### src/rtl/alarm_match.sv
module alarm_match (
  input  logic       clk,
  input  logic       rst_n,
  input  logic       tick,
  input  logic [7:0] now_sec,
  input  logic [7:0] now_min,
  input  logic [7:0] now_hour,
  input  logic [7:0] now_date,
  input  logic       reg_wr,
  input  logic [1:0] reg_addr,
  input  logic [7:0] reg_wdata,
  output logic [7:0] reg_rdata,
  output logic       irq
);

  logic [7:0] al_sec, al_min, al_hour, al_date;

  logic [3:0] units;
  assign units = reg_wdata[3:0];

  logic ok_ms, ok_hr, ok_dt;
  assign ok_ms = (units <= 4'd9) && (reg_wdata[6:4] <= 3'd5);
  assign ok_hr = (units <= 4'd9) &&
                 ((reg_wdata[5:4] < 2'd2) || (reg_wdata[5:4] == 2'd2 && units <= 4'd3));
  assign ok_dt = (units <= 4'd9) && !(reg_wdata[5:4] == 2'd0 && units == 4'd0) &&
                 ((reg_wdata[5:4] < 2'd3) || units <= 4'd1);

  always_ff @(posedge clk) begin
    if (!rst_n) begin
      al_sec  <= 8'h00;
      al_min  <= 8'h00;
      al_hour <= 8'h00;
      al_date <= 8'h00;
    end else if (reg_wr) begin
      case (reg_addr)
        2'd0: if (ok_ms) al_sec  <= reg_wdata;
        2'd1: if (ok_ms) al_min  <= reg_wdata;
        2'd2: if (ok_hr) al_hour <= reg_wdata;
        default: if (ok_dt) al_date <= reg_wdata;
      endcase
    end
  end

  always_comb begin
    case (reg_addr)
      2'd0:    reg_rdata = al_sec;
      2'd1:    reg_rdata = al_min;
      2'd2:    reg_rdata = al_hour;
      default: reg_rdata = al_date;
    endcase
  end

  logic eq_s, eq_m, eq_h, eq_d;
  assign eq_s = al_sec[6:0]  == now_sec[6:0];
  assign eq_m = al_min[6:0]  == now_min[6:0];
  assign eq_h = al_hour[5:0] == now_hour[5:0];
  assign eq_d = al_date[5:0] == now_date[5:0];

  logic [3:0] flags;
  assign flags = {al_date[7], al_hour[7], al_min[7], al_sec[7]};

  logic hit;
  always_comb begin
    case (flags)
      4'b0000: hit = eq_d && eq_h && eq_m && eq_s;
      4'b1000: hit = eq_h && eq_m && eq_s;
      4'b1100: hit = eq_m && eq_s;
      4'b1110: hit = eq_s;
      default: hit = 1'b1;
    endcase
  end

  always_ff @(posedge clk) begin
    if (!rst_n) irq <= 1'b0;
    else        irq <= tick && hit;
  end

  a_r3_sec_reject: assert property (@(posedge clk) disable iff (!rst_n)
    (reg_wr && reg_addr == 2'd0 && !ok_ms) |=> $stable(al_sec));
  a_r4_hour_reject: assert property (@(posedge clk) disable iff (!rst_n)
    (reg_wr && reg_addr == 2'd2 && !ok_hr) |=> $stable(al_hour));
  a_r5_date_reject: assert property (@(posedge clk) disable iff (!rst_n)
    (reg_wr && reg_addr == 2'd3 && !ok_dt) |=> $stable(al_date));
  a_r11_needs_tick: assert property (@(posedge clk) disable iff (!rst_n)
    $rose(irq) |-> $past(tick));
  a_r6_full_match: assert property (@(posedge clk) disable iff (!rst_n)
    (tick && flags == 4'b0000 && eq_s && eq_m && eq_h && eq_d) |=> irq);
  a_r10_every_tick: assert property (@(posedge clk) disable iff (!rst_n)
    (tick && flags != 4'b0000 && flags != 4'b1000 && flags != 4'b1100 && flags != 4'b1110) |=> irq);

endmodule

### config.mk
export PLATFORM = sky130hd
export DESIGN_NAME = alarm_match
export DESIGN_NICKNAME = d
export VERILOG_FILES = /design/src/rtl/alarm_match.sv
export SDC_FILE = /design/constraint.sdc
export NUM_CORES = 1
export LEC_CHECK = 0
export ABC_AREA = 1
export ABC_CLOCK_PERIOD_IN_PS = 2710
export BUFFER_PORTS_ARGS = -buffer_cell sky130_fd_sc_hd__buf_4
export CAP_MARGIN = 0
export CORE_MARGIN = 8
export CORE_UTILIZATION = 55
export DETAILED_ROUTE_END_ITERATION = 8
export HOLD_SLACK_MARGIN = 0.05
export PLACE_DENSITY = 0.84
export SKIP_CTS_REPAIR_TIMING = 1
export SLEW_MARGIN = 20
export SYNTH_ARGS = -nofsm -noshare
export SYNTH_HDL_FRONTEND = slang
export SYNTH_SLANG_ARGS = --single-unit
### constraint.sdc
create_clock -name clk -period 2.71 [get_ports clk]
set_clock_uncertainty 0.15 [all_clocks]
set_input_delay 0.4065 -clock clk [delete_from_list [all_inputs] [get_ports clk]]
set_output_delay 0.4065 -clock clk [all_outputs]
set_load 0.005 [all_outputs]
==> flow_metrics.py <==
metrics = {
    "routing": {
        "drc_errors": 0,
        "wl_per_cell_um": 12.74,
        "via_count": 1921,
        "dr.pass1.iters": 4,
        "ant_nets": 0,
        "via_per_inst": 5.123,
        "drt_iter0_drc": 127,
        "totalWireLength_mm": 4.777,
    },
    "floorplan": {
        "core-area_mm2": 0.003337,
        "die_width_um": 74.71,
        "die_height_um": 74.71,
        "ios": 55,
        "start_util": 0.5681,
        "rows": 21,
        "dieArea_mm2": 0.005581,
    },
    "synthesis": {
        "yosysSeqAreaShare": 0.3485,
        "syn_area_per_cell_um2": 6.746,
        "synthCells": 281,
        "netlist_area_mm2": 0.001896,
        "synth_edf_count": 0,
        "ys.flop_type": "dfxtp_1",
        "yosysWarnings": 0,
        "async_flop_share": 0,
        "syn_nets": 327,
        "synth_cell_type_count": 28,
        "ys_ff_latch": 33,
    },
    "timing": {
        "tns_ns": 0,
        "tightest_slew_ns": 0.4361,
        "min_period_over_period": 0.7406,
        "min_period_ns": 2.007,
        "hold_slack_ns": 0.1515,
        "final-hold-violation-count": 0,
        "slew_headroom": 0.7089,
        "clock.fmax_ghz": 0.4982,
        "drv_slew": 0,
        "finalSetupViolCount": 0,
        "grt_setup_unrepaired": "false",
    },
    "critical_path": {
        "cpMostUsedCell": "buf_4",
        "cpPeakStageDelay_ns": 0.27,
        "start_kind": "input port",
        "worst-path-buf-inv": 3,
        "crit_type": "in2out",
        "worstPathMaxFanout": 6,
        "cp.arrival_ns": 1.45,
        "cpLargestDelayFamily": "buffers and inverters",
        "slowest_stage": "nor2_2",
        "endpoint_kind": "primary output",
        "crit_chain": "buf_4 > nor2_2 > inv_1 > o22ai_1 > a21oi_1 > o21ai_0 > buf_4",
        "cp.required_ns": 2.15,
    },
    "power_and_ir_drop": {
        "clkPwrFrac": 0.276,
        "powerDensity_mw_per_mm2": 417.4,
        "power_leakage_nw": 0.9955,
        "p_sw_w": 0.0002702,
        "power_frac_seq": 0.533,
        "switching_share": 0.2813,
        "ir_drop_v": 0.0002768,
        "intPower_w": 0.0006902,
        "combPwrFrac": 0.191,
        "power.total_w": 0.0009603,
    },
    "clocking": {
        "clkTransAtPathRegs_ns": 0.09,
        "max-clock-path-buffers": 2,
        "clock_latency_ns": 0.34,
        "cts_tree": "built",
        "cts_sinks": 33,
        "cts_root_buf": "clkbuf_4",
        "numCtsBuffers": 5,
        "htree_levels": 2,
    },
    "global_route": {
        "grt.total_usage": 0.1815,
        "grt_overflow": 0,
        "grt_max_degree": 32,
        "grt_pass1_wl_mm": 7.797,
        "grt_pass1_vias": 1833,
        "antenna_found_initial": 0,
    },
    "place": {
        "numPortBuffers": 48,
        "placed_area_mm2": 0.002252,
        "gp_congestion": 0.8615,
        "dpl.hpwl_mm": 3.729,
    },
    "cells_and_area": {
        "syn_to_final_growth_pct": 21.39,
        "multiInputGateArea_mm2": 0.001001,
        "final_nets": 374,
        "layout-drive-gt1-share": 0.2036,
        "num_antenna_cells": 0,
        "fillers": 318,
        "seq_area_um2": 660.6,
        "design_area_mm2": 0.002301,
    },
    "run_status": {
        "outcome": "finished clean",
    },
    "run": {
        "max_cap_viol_count": 0,
    },
    "hold_path": {
        "worstHoldPathType": "in2reg",
    },
}
==> placed cells by master, fill, tap and decap left out, drive strengths merged <==
cell type,instances
or2,1
o21bai,1
o22ai,4
o21a,1
dfxtp,33
a221oi,1
buf,48
nand4,2
clkbuf,8
nand2,61
a21oi,42
inv,46
o31ai,1
nor2,19
xor2,4
o21ai,40
nand3,5
xnor2,10
nor3,2
==> cell usage after synthesis, types with 2 or more instances <==
| cell type | instances | area, um^2 |
|---|---|---|
| nand2_1 | 60 | 225.2 |
| inv_1 | 44 | 165.2 |
| a21oi_1 | 39 | 195.2 |
| o21ai_0 | 34 | 170.2 |
| dfxtp_1 | 33 | 660.6 |
| nor2_1 | 17 | 63.81 |
| xnor2_1 | 10 | 87.58 |
| o21ai_1 | 6 | 30.03 |
| buf_6 | 4 | 45.04 |
| o22ai_1 | 4 | 25.02 |
| xor2_1 | 4 | 35.03 |
| a21oi_2 | 3 | 26.28 |
| clkbuf_1 | 3 | 11.26 |
| inv_2 | 2 | 7.510 |
| nand3_1 | 2 | 10.01 |
| nand3_2 | 2 | 20.02 |
| nor2_2 | 2 | 12.51 |
| nor3_1 | 2 | 10.01 |
==> kinds of logic after synthesis <==
logic type                share of synthesized area
AOI/OAI and AO/OA                            0.2528
and+or+nand+nor                              0.2106
buffers and inverters                        0.1234
DFF                                          0.3485
xor gates and xnor gates                    0.06468
==> worst paths after layout <==
path                            slack (ns)   startpoint  cells past startpoint            to
worst max-delay path                  0.70  reg_addr[1]                      7  reg_rdata[0]
worst min register to register        0.32   al_date[6]                      2    al_date[6]
worst min-delay path                  0.15         tick                      3           irq
worst max register to register        1.38   al_hour[2]                     10           irq
==> state kept, by name (all words and copies together), names as in the netlist <==
register,flops
al_date,8
al_hour,8
al_min,8
al_sec,8
irq,1
==> worst register-to-register path, cell delays in order (launching register included) <==
cell and delay [ns]:
dfxtp_1 0.34, inv_1 0.07, nand2_1 0.06, nand2_1 0.04, nor2_1 0.11, nand2_1 0.07, nor2_1 0.12, nand2_1 0.07
nand2_1 0.06, nand2_1 0.05, a21oi_1 0.12
==> power by group through the flow <==
stage               combinational [W]  sequential, W  clock, W
floorplan                    0.000103       0.000521         0
global placement             0.000179       0.000522         0
detailed placement           0.000183       0.000523         0
CTS                          0.000184       0.000512  0.000266
global route                 0.000206       0.000514  0.000291
finish                       0.000183       0.000512  0.000265
==> layer usage <==
metal	vias up	track usage	part of all wire
met4	0	0.07391	0.023
met1	854	0.1967	0.42
li1	999	-	-
met3	12	0.05193	0.055
met5	-	0	0
met2	56	0.3224	0.50
==> metrics by stage <==
stage | cells | utilization | worst slack, ns
2_1_floorplan | 281 | - | 1.204
3_3_place_gp | 367 | 0.6749 | 0.7211
3_5_place_dp | 367 | 0.6749 | 0.7224
4_1_cts | 375 | 0.6895 | 0.6967
5_1_grt | 375 | 0.6895 | 0.5735
6_report | 375 | 0.6895 | 0.7029
==> final cells by class <==
type / count / area share
multi-input combinational: 194 / 0.4350
inverter: 46 / 0.07504
tap: 46 / 0.02501
sequential: 33 / 0.2871
clock buffer: 8 / 0.02121
timing repair buffer: 48 / 0.1566
Note: power is estimated with default switching activity, not from simulation.
